File: src/rtl/cs_decode_pkg.sv
package cs_decode_pkg;

  localparam int ADDR_W   = 24;
  localparam int MEM_LSB  = 14;   // granule used for the large memory regions
  localparam int PAGE_LSB = 11;   // finer granule for the page-0 window edge
  localparam int IO_LSB   = 0;

  localparam logic [ADDR_W-1:0] ROM1_LO  = 24'hC00000;
  localparam logic [ADDR_W-1:0] ROM1_HI  = 24'hC7FFFF;
  localparam logic [ADDR_W-1:0] ROM2_LO  = 24'hC80000;
  localparam logic [ADDR_W-1:0] ROM2_HI  = 24'hCFFFFF;
  localparam logic [ADDR_W-1:0] RAM1_LO  = 24'h1C0000;
  localparam logic [ADDR_W-1:0] RAM1_HI  = 24'h1DFFFF;
  localparam logic [ADDR_W-1:0] RAM2_LO  = 24'h1E0000;
  localparam logic [ADDR_W-1:0] RAM2_HI  = 24'h1FFFFF;
  localparam logic [ADDR_W-1:0] RAM3_LO  = 24'h200000;
  localparam logic [ADDR_W-1:0] RAM3_BLK = 24'h080000;
  localparam logic [ADDR_W-1:0] BOOT_LO  = 24'h000000;
  localparam logic [ADDR_W-1:0] BOOT_HI  = 24'h007FFF;
  localparam logic [ADDR_W-1:0] PAGE_LO  = 24'h008000;
  localparam logic [ADDR_W-1:0] PAGE_HI  = 24'h00F7FF;
  localparam logic [ADDR_W-1:0] PER_LO   = 24'h00FF80;
  localparam logic [ADDR_W-1:0] PER_HI   = 24'h00FF9F;
  localparam logic [ADDR_W-1:0] OPT1_LO  = 24'h00FFC0;
  localparam logic [ADDR_W-1:0] OPT1_HI  = 24'h00FFCF;
  localparam logic [ADDR_W-1:0] OPT2_LO  = 24'h00FFD0;
  localparam logic [ADDR_W-1:0] OPT2_HI  = 24'h00FFDF;
  localparam logic [ADDR_W-1:0] CTRL_ADDR = 24'h00FF9F;

  // strobes handed from control to datapath
  typedef struct packed {
    logic pageToRas3;
  } ctrlStrb_t;

  // active-high memory selects
  typedef struct packed {
    logic ros1;
    logic ros2;
    logic ras1;
    logic ras2;
    logic ras3;
  } memSel_t;

  // active-high I/O base selects
  typedef struct packed {
    logic per;
    logic opt1;
    logic opt2;
  } ioSel_t;

endpackage

File: src/rtl/cs_range_hit.sv
module cs_range_hit #(
  parameter int AW = 24,
  parameter int LSB = 14,
  parameter logic [AW-1:0] LO = '0,
  parameter logic [AW-1:0] HI = '1
) (
  input  logic [AW-1:LSB] addrHi,
  output logic            hit
);

  localparam int SW = AW - LSB;
  localparam logic [SW-1:0] LO_S = LO[AW-1:LSB];
  localparam logic [SW-1:0] HI_S = HI[AW-1:LSB];
  localparam bool_lo = (LO_S == '0);
  localparam bool_hi = (HI_S == '1);

  logic aboveLo;
  logic belowHi;

  generate
    if (bool_lo) begin : g_noLo
      assign aboveLo = 1'b1;
    end else begin : g_lo
      assign aboveLo = (addrHi >= LO_S);
    end
    if (bool_hi) begin : g_noHi
      assign belowHi = 1'b1;
    end else begin : g_hi
      assign belowHi = (addrHi <= HI_S);
    end
  endgenerate

  assign hit = aboveLo & belowHi;

endmodule

File: src/rtl/cs_ctrl.sv
module cs_ctrl
  import cs_decode_pkg::*;
#(
  parameter logic [ADDR_W-1:0] WR_ADDR = CTRL_ADDR
) (
  input  logic              clk,
  input  logic              rstN,
  input  logic [ADDR_W-1:0] addr,
  input  logic              ioStrobe,
  input  logic              regWr,
  input  logic              wrData,
  output ctrlStrb_t         ctrl
);

  logic wrHit;
  logic pageBit;

  assign wrHit = ioStrobe & regWr & (addr == WR_ADDR);

  always_ff @(posedge clk or negedge rstN) begin
    if (!rstN) begin
      pageBit <= 1'b0;
    end else if (wrHit) begin
      pageBit <= wrData;
    end
  end

  always_comb begin
    ctrl = '0;
    ctrl.pageToRas3 = pageBit;
  end

endmodule

File: src/rtl/cs_datapath.sv
module cs_datapath
  import cs_decode_pkg::*;
#(
  parameter int RAS3_BLOCKS = 1
) (
  input  logic [ADDR_W-1:0] addr,
  input  logic              memStrobe,
  input  logic              ioStrobe,
  input  logic              bootBoard,
  input  ctrlStrb_t         ctrl,
  output memSel_t           memSel,
  output ioSel_t            ioSel
);

  localparam logic [ADDR_W-1:0] RAM3_HI =
    ADDR_W'(RAM3_LO + RAS3_BLOCKS * RAM3_BLK - 1);

  localparam int NUM_IO = 3;
  localparam logic [NUM_IO-1:0][ADDR_W-1:0] IO_LO_TAB = {PER_LO, OPT1_LO, OPT2_LO};
  localparam logic [NUM_IO-1:0][ADDR_W-1:0] IO_HI_TAB = {PER_HI, OPT1_HI, OPT2_HI};

  logic hitRom1, hitRom2, hitRam1, hitRam2, hitRam3, hitBoot, hitPage;
  logic [NUM_IO-1:0] ioHit;

  cs_range_hit #(.AW(ADDR_W), .LSB(MEM_LSB), .LO(ROM1_LO), .HI(ROM1_HI))
    u_rom1 (.addrHi(addr[ADDR_W-1:MEM_LSB]), .hit(hitRom1));
  cs_range_hit #(.AW(ADDR_W), .LSB(MEM_LSB), .LO(ROM2_LO), .HI(ROM2_HI))
    u_rom2 (.addrHi(addr[ADDR_W-1:MEM_LSB]), .hit(hitRom2));
  cs_range_hit #(.AW(ADDR_W), .LSB(MEM_LSB), .LO(RAM1_LO), .HI(RAM1_HI))
    u_ram1 (.addrHi(addr[ADDR_W-1:MEM_LSB]), .hit(hitRam1));
  cs_range_hit #(.AW(ADDR_W), .LSB(MEM_LSB), .LO(RAM2_LO), .HI(RAM2_HI))
    u_ram2 (.addrHi(addr[ADDR_W-1:MEM_LSB]), .hit(hitRam2));
  cs_range_hit #(.AW(ADDR_W), .LSB(MEM_LSB), .LO(RAM3_LO), .HI(RAM3_HI))
    u_ram3 (.addrHi(addr[ADDR_W-1:MEM_LSB]), .hit(hitRam3));
  cs_range_hit #(.AW(ADDR_W), .LSB(MEM_LSB), .LO(BOOT_LO), .HI(BOOT_HI))
    u_boot (.addrHi(addr[ADDR_W-1:MEM_LSB]), .hit(hitBoot));
  cs_range_hit #(.AW(ADDR_W), .LSB(PAGE_LSB), .LO(PAGE_LO), .HI(PAGE_HI))
    u_page (.addrHi(addr[ADDR_W-1:PAGE_LSB]), .hit(hitPage));

  generate
    for (genvar i = 0; i < NUM_IO; i++) begin : g_io
      cs_range_hit #(.AW(ADDR_W), .LSB(IO_LSB), .LO(IO_LO_TAB[i]), .HI(IO_HI_TAB[i]))
        u_io (.addrHi(addr), .hit(ioHit[i]));
    end
  endgenerate

  always_comb begin
    memSel = '0;
    if (memStrobe) begin
      memSel.ros1 = hitRom1 | (hitBoot & ~bootBoard);
      memSel.ros2 = hitRom2;
      memSel.ras1 = hitRam1;
      memSel.ras2 = hitRam2 | (hitPage & ~ctrl.pageToRas3);
      memSel.ras3 = hitRam3 | (hitPage &  ctrl.pageToRas3);
    end
  end

  always_comb begin
    ioSel = '0;
    if (ioStrobe) begin
      ioSel.per  = ioHit[2];
      ioSel.opt1 = ioHit[1];
      ioSel.opt2 = ioHit[0];
    end
  end

endmodule

File: src/rtl/mem_cs_decoder.sv
module mem_cs_decoder
  import cs_decode_pkg::*;
#(
  parameter int RAS3_BLOCKS = 1
) (
  input  logic        clk,
  input  logic        rstN,
  input  logic [23:0] addr,
  input  logic        memStrobe,
  input  logic        ioStrobe,
  input  logic        regWr,
  input  logic        wrData,
  input  logic        bootBoard,
  output logic        ros1N,
  output logic        ros2N,
  output logic        ras1N,
  output logic        ras2N,
  output logic        ras3N,
  output logic        perSelN,
  output logic        opt1SelN,
  output logic        opt2SelN
);

  ctrlStrb_t ctrlStrb;
  memSel_t   memSel;
  ioSel_t    ioSel;

  cs_ctrl #(.WR_ADDR(CTRL_ADDR)) u_ctrl (
    .clk      (clk),
    .rstN     (rstN),
    .addr     (addr),
    .ioStrobe (ioStrobe),
    .regWr    (regWr),
    .wrData   (wrData),
    .ctrl     (ctrlStrb)
  );

  cs_datapath #(.RAS3_BLOCKS(RAS3_BLOCKS)) u_dp (
    .addr      (addr),
    .memStrobe (memStrobe),
    .ioStrobe  (ioStrobe),
    .bootBoard (bootBoard),
    .ctrl      (ctrlStrb),
    .memSel    (memSel),
    .ioSel     (ioSel)
  );

  assign ros1N    = ~memSel.ros1;
  assign ros2N    = ~memSel.ros2;
  assign ras1N    = ~memSel.ras1;
  assign ras2N    = ~memSel.ras2;
  assign ras3N    = ~memSel.ras3;
  assign perSelN  = ~ioSel.per;
  assign opt1SelN = ~ioSel.opt1;
  assign opt2SelN = ~ioSel.opt2;

endmodule

File: config.mk
export PLATFORM = sky130hd
export DESIGN_NAME = mem_cs_decoder
export DESIGN_NICKNAME = d
export VERILOG_FILES = /design/src/rtl/cs_decode_pkg.sv /design/src/rtl/cs_range_hit.sv /design/src/rtl/cs_ctrl.sv /design/src/rtl/cs_datapath.sv /design/src/rtl/mem_cs_decoder.sv
export SDC_FILE = /design/constraint.sdc
export NUM_CORES = 1
export LEC_CHECK = 0
export ABC_AREA = 0
export BUFFER_PORTS_ARGS = -buffer_cell sky130_fd_sc_hd__buf_2
export CAP_MARGIN = 40
export CORE_AREA = 3 3 40 42
export DETAILED_ROUTE_END_ITERATION = 10
export DIE_AREA = 0 0 43 45
export SLEW_MARGIN = 40
export SYNTH_ARGS = -nofsm -noshare
export SYNTH_HDL_FRONTEND = slang
export SYNTH_SLANG_ARGS = --single-unit
File: constraint.sdc
create_clock -name clk -period 1 [get_ports clk]
set_input_delay 0.1 -clock clk [delete_from_list [all_inputs] [get_ports clk]]
set_output_delay 0.1 -clock clk [all_outputs]
set_load 0.02 [all_outputs]
==> out/results.tsv, run 1 <==
metric	value	unit
slew_headroom	83.81	%
tns	-986.9	ps
hold_path.class	in2reg	
num_vias	476	
clk_pin_slew_worst_paths	0	ps
rows	13	
synth_nets	66	
worstPathRequired	900	ps
placed_cell_area	548.0	um2
r2r_cells	1	
vias_per_cell	4.760	
crit_buf_inv	2	
ys_seq_area_share	9.662	%
antenna_cells	0	
fin_crit_sh	117.5	%
ios	39	
n_fill_cell	129	
worst_path_dominant_cell_family	simple AND/OR/NAND/NOR gates	
worstSkewPairLatency	0	ps
synth-seq-cells	1	
syn_inst	35	
postLayoutCoreUtil	53.75	%
regArea	25.02	um2
tightest_slew	242.6	ps
r2r_start	u_ctrl.ctrl	
drt-initial-drc-count	6	
rsz0062_at_grt	yes	
drtPass1Iterations	6	
crit_type	in2out	
ys_warn_count	0	
arrival	1080	ps
crit_fanout	4	
max_cap_viol_count	0	
die_w	43	um
syn_to_final_growth	166.7	%
wirelength	1067	um
p_per_area	294.9	nW/um2
slowest_delay	280	ps
clock_skew	0	ps
place_hpwl	872.4	um
dieArea	1935	um2
grt_usage	10.07	%
stdcell_area	690.7	um2
layout_common_cells	26 x buf_2, 12 x buf_6, 10 x buf_4	
coreArea	1285	um2
leakagePower	0.3394	nW
grt_max_degree	5	
whs_path_depth	2	
grt_pass1_vias	412	
fin_cells	100	
multi_input_area	274.0	um2
hold_viol_final	0	
peakVddDrop	130.5	uV
cp.depth	6	
synth_cell_types	20	
rrSetupSlack	230	ps
numPortBuffers	38	
cp-startpoint	addr[16]	
cp-end-kind	output pin	
final_max_slew_viol_count	0	
largest_register_ffs	1	
avgSynthCellArea	7.400	um2
wire_per_inst	10.67	um
cp_cell_sequence	buf_6, nor3_4, and4_4, and4_4, nand2b_1, buf_6	
dp_cells	97	
endpoint	opt1SelN	
period_needed	1175	ps
overflow	0	
grt_pass1_wl	1593	um
initial_core_util	20.16	%
setup_ws	-175.5	ps
layout.nets	118	
outcome	finished with violations	
crit_slowest_cell	and4_4	
setup_viol	7	
syn_area	259.0	um2
chipHeight	45	um
routabilityCongestion	0.6880	
drc_errors	0	
final_common_cell	buf_2	
crit_path_start_kind	primary input	
drive_above_1_share	74.12	%
antenna_found_initial	0	
holdWs	332.4	ps
failed_checks	setup timing	
detail-route-antenna-nets	0	
r2r-end	u_ctrl.ctrl	
clock.fmax	850.7	MHz
report_power, final:
part	internal (mW)	total [mW]	switching, mW
logic	0.102	0.162	0.0601
registers	0.0412	0.0412	0.0000000406
clock network	0	0	0
total	0.144	0.204	0.0601
Yosys cell counts, drive strengths merged:
master	n	area [um2]
dfrtp	1	25.02
mux2	1	15.01
or3b	1	8.760
nor2	4	15.01
inv	2	7.510
nor4	1	6.260
nand2b	1	6.260
nor3b	1	18.77
and3	1	7.510
nand2	3	11.26
nand4	6	43.79
nand3	3	15.01
a21oi	2	10.01
a22o	1	10.01
nor3	3	25.02
and4	2	21.27
nor2b	2	12.51
worst min-delay path by stage:
stage | startpoint | end
floorplan | rstN | u_ctrl.ctrl
global placement | rstN | u_ctrl.ctrl
detailed placement | rstN | u_ctrl.ctrl
CTS | wrData | u_ctrl.ctrl
global route | wrData | u_ctrl.ctrl
finish | wrData | u_ctrl.ctrl
routing by layer:
metal,global-route usage (%),vias up,routed length (um)
met3,0.7968,0,117
met5,0,-,0
met1,13.70,212,404
li1,-,236,-
met2,18.56,28,545
met4,0,0,0
timing repair:
action,4_1_cts,5_1_grt
pin swaps,11,5
endpoints found under the setup margin,8,9
gates resized for setup,26,6
endpoints found under the hold margin,1,0
hold buffers,1,0
gates cloned,0,0
setup buffers,1,1
layout make-up:
cell class	count	area share, %
tap	15	2.717
multi-input combinational	32	39.67
inverter	2	1.087
timing repair buffer	50	52.90
sequential	1	3.623
through the flow:
step | worst slack [ps] | power [mW]
after floorplan | -2.156 | 0.06840
after global placement | -187.9 | 0.1707
after detailed placement | -209.2 | 0.1719
after CTS | -172.5 | 0.1929
after global routing | -226.1 | 0.2183
final | -175.5 | 0.2037
logic make-up (layout without fill, tap and decap cells):
group | Yosys count | in the layout | synth area share, %
multiplexers | 1 | 1 | 5.795
AND/OR/NAND/NOR | 28 | 28 | 73.91
flip-flops | 1 | 1 | 9.660
AO/OA/AOI/OAI | 3 | 3 | 7.730
buffers and inverters | 2 | 52 | 2.900
Power figures use the tool's default switching activity.
==> run 2, diff against run 1 <==
--- a/config.mk
+++ b/config.mk
@@ -8,9 +8,10 @@
 export ABC_AREA = 0
 export BUFFER_PORTS_ARGS = -buffer_cell sky130_fd_sc_hd__buf_2
 export CAP_MARGIN = 40
-export CORE_AREA = 3 3 40 42
+export CORE_AREA = 2 2 39 41
 export DETAILED_ROUTE_END_ITERATION = 10
-export DIE_AREA = 0 0 43 45
+export DIE_AREA = 0 0 41 43
+export HOLD_SLACK_MARGIN = 0.03
 export SLEW_MARGIN = 40
 export SYNTH_ARGS = -nofsm -noshare
 export SYNTH_HDL_FRONTEND = slang
==> run 2 against run 1 <==
Effect of this change:
- critical path type unchanged
- largest power group unchanged
- setup slack worse by 15 ps
- fmax fell by 1.2%
- critical endpoint unchanged
- first-iteration DRC count fell by 17%
- combinational power barely moved
- critical path depth did not move
- clock skew is the same
- core utilization decreased by 4.7 points
- highest routed layer unchanged
- the run still ends with setup timing left
- final cell count is 2.0% lower
- hold slack better by 2.9 ps
- total power down 0.61%
- register-to-register slack is essentially flat
==> out/results.tsv, run 2 (synthesized netlist as in run 1, its figures left out) <==
metric	value	unit
place_hpwl	832.6	um
cp-end-kind	output pin	
clock.fmax	840.1	MHz
initial_core_util	18.72	%
wl_met3	84	um
numPortBuffers	38	
antenna_cells	0	
clock_skew	0	ps
arrival	1090	ps
syn_to_final_growth	162.3	%
crit_slowest_cell	and4_4	
grt_pass1_wl	1331	um
holdCritStartpoint	wrData	
detail-route-antenna-nets	0	
setup_viol	7	
die_w	41	um
drtPass1Iterations	4	
drc_errors	0	
ios	39	
hold_path.class	in2reg	
num_vias	443	
critical_path.most_common_cell	and4_4	
placed_cell_area	534.3	um2
hold_viol_final	0	
grt_usage	10.10	%
dp_cells	96	
outcome	finished with violations	
topRoutingLayerUsed	met3	
worstSkewPairLatency	0	ps
wire_per_inst	10.09	um
setup_ws	-190.3	ps
drt-initial-drc-count	5	
r2r_start	u_ctrl.ctrl	
period_needed	1190	ps
cp-startpoint	addr[17]	
layout.nets	115	
final_max_slew_viol_count	0	
stdcell_area	679.4	um2
coreArea	1384	um2
peakVddDrop	112.6	uV
layout_common_cells	25 x buf_2, 11 x buf_6, 8 x buf_4	
holdWs	335.3	ps
overflow	0	
r2r-end	u_ctrl.ctrl	
fin_crit_sh	119.0	%
power.total	0.2025	mW
cp_cell_sequence	buf_8, nor3_4, and4_4, and4_4, nand2b_1, buf_6	
endpoint	opt1SelN	
r2r_cells	1	
antenna_found_initial	0	
grt_max_degree	5	
final_common_cell	buf_2	
dp_slack	-209.7	ps
tightest_slew	247.9	ps
crit_path_start_kind	primary input	
rrSetupSlack	240	ps
met1Wirelength	376	um
vias_per_cell	4.520	
rsz0062_at_grt	yes	
chipHeight	43	um
fin_cells	98	
largest_register_ffs	1	
crit_type	in2out	
dieArea	1763	um2
rows	14	
worstPathRequired	900	ps
tns	-1059	ps
failed_checks	setup timing	
crit_fanout	4	
max_cap_viol_count	0	
slew_headroom	83.46	%
wirelength	989	um
p_per_area	298.0	nW/um2
drive_above_1_share	71.95	%
grt_pass1_vias	347	
leakagePower	0.3243	nW
postLayoutCoreUtil	49.10	%
routabilityCongestion	0.6546	
wl_met2	528	um
slowest_delay	280	ps
clk_pin_slew_worst_paths	0	ps
==> run 2: changes by cell type in the layout (fill, tap and decap cells not counted), sizes merged <==
| cell | before | now |
|---|---|---|
| buf | 49 | 46 |
==> run 2: worst max-delay path: cells and delay by family <==
kind                   cells  cell delay (ps)
buffers and inverters      2              230
and+or+nand+nor            4              750
==> run 2: final cells by class <==
cell class / instances / area [um2]
fillers: 139 / 704.4
repair buffers: 47 / 349.1
multi-input cells: 32 / 277.8
flip-flops and latches: 1 / 25.02
well taps: 16 / 20.02
inverters: 2 / 7.507
==> run 2: report_power, final <==
part           switching, mW  total, mW  internal (mW)
registers       0.0000000349     0.0412         0.0412
logic                 0.0609      0.161          0.100
clock network              0          0              0
total                 0.0609      0.202          0.142
==> run 2: layer usage <==
layer	GRT usage [%]	up-vias
li1	-	232
met1	13.65	190
met2	17.81	21
met3	0.5236	0
met4	0	0
met5	0	-
==> run 2: timing repair <==
action / in CTS / in global routing
hold buffers: 1 / 0
setup buffers: 0 / 1
setup endpoints to repair: 8 / 8
pin swaps: 8 / 4
hold endpoints to repair: 1 / 0
gates resized for setup: 22 / 8
==> run 2: worst min path at each step <==
| stage | end | slack (ps) | depth (start not counted) |
|---|---|---|---|
| detailed placement | u_ctrl.ctrl | -120 | 1 |
| finish | u_ctrl.ctrl | 340 | 2 |
| global placement | u_ctrl.ctrl | -130 | 1 |
| floorplan | u_ctrl.ctrl | -200 | 0 |
| global route | u_ctrl.ctrl | 340 | 2 |
| CTS | u_ctrl.ctrl | 340 | 2 |
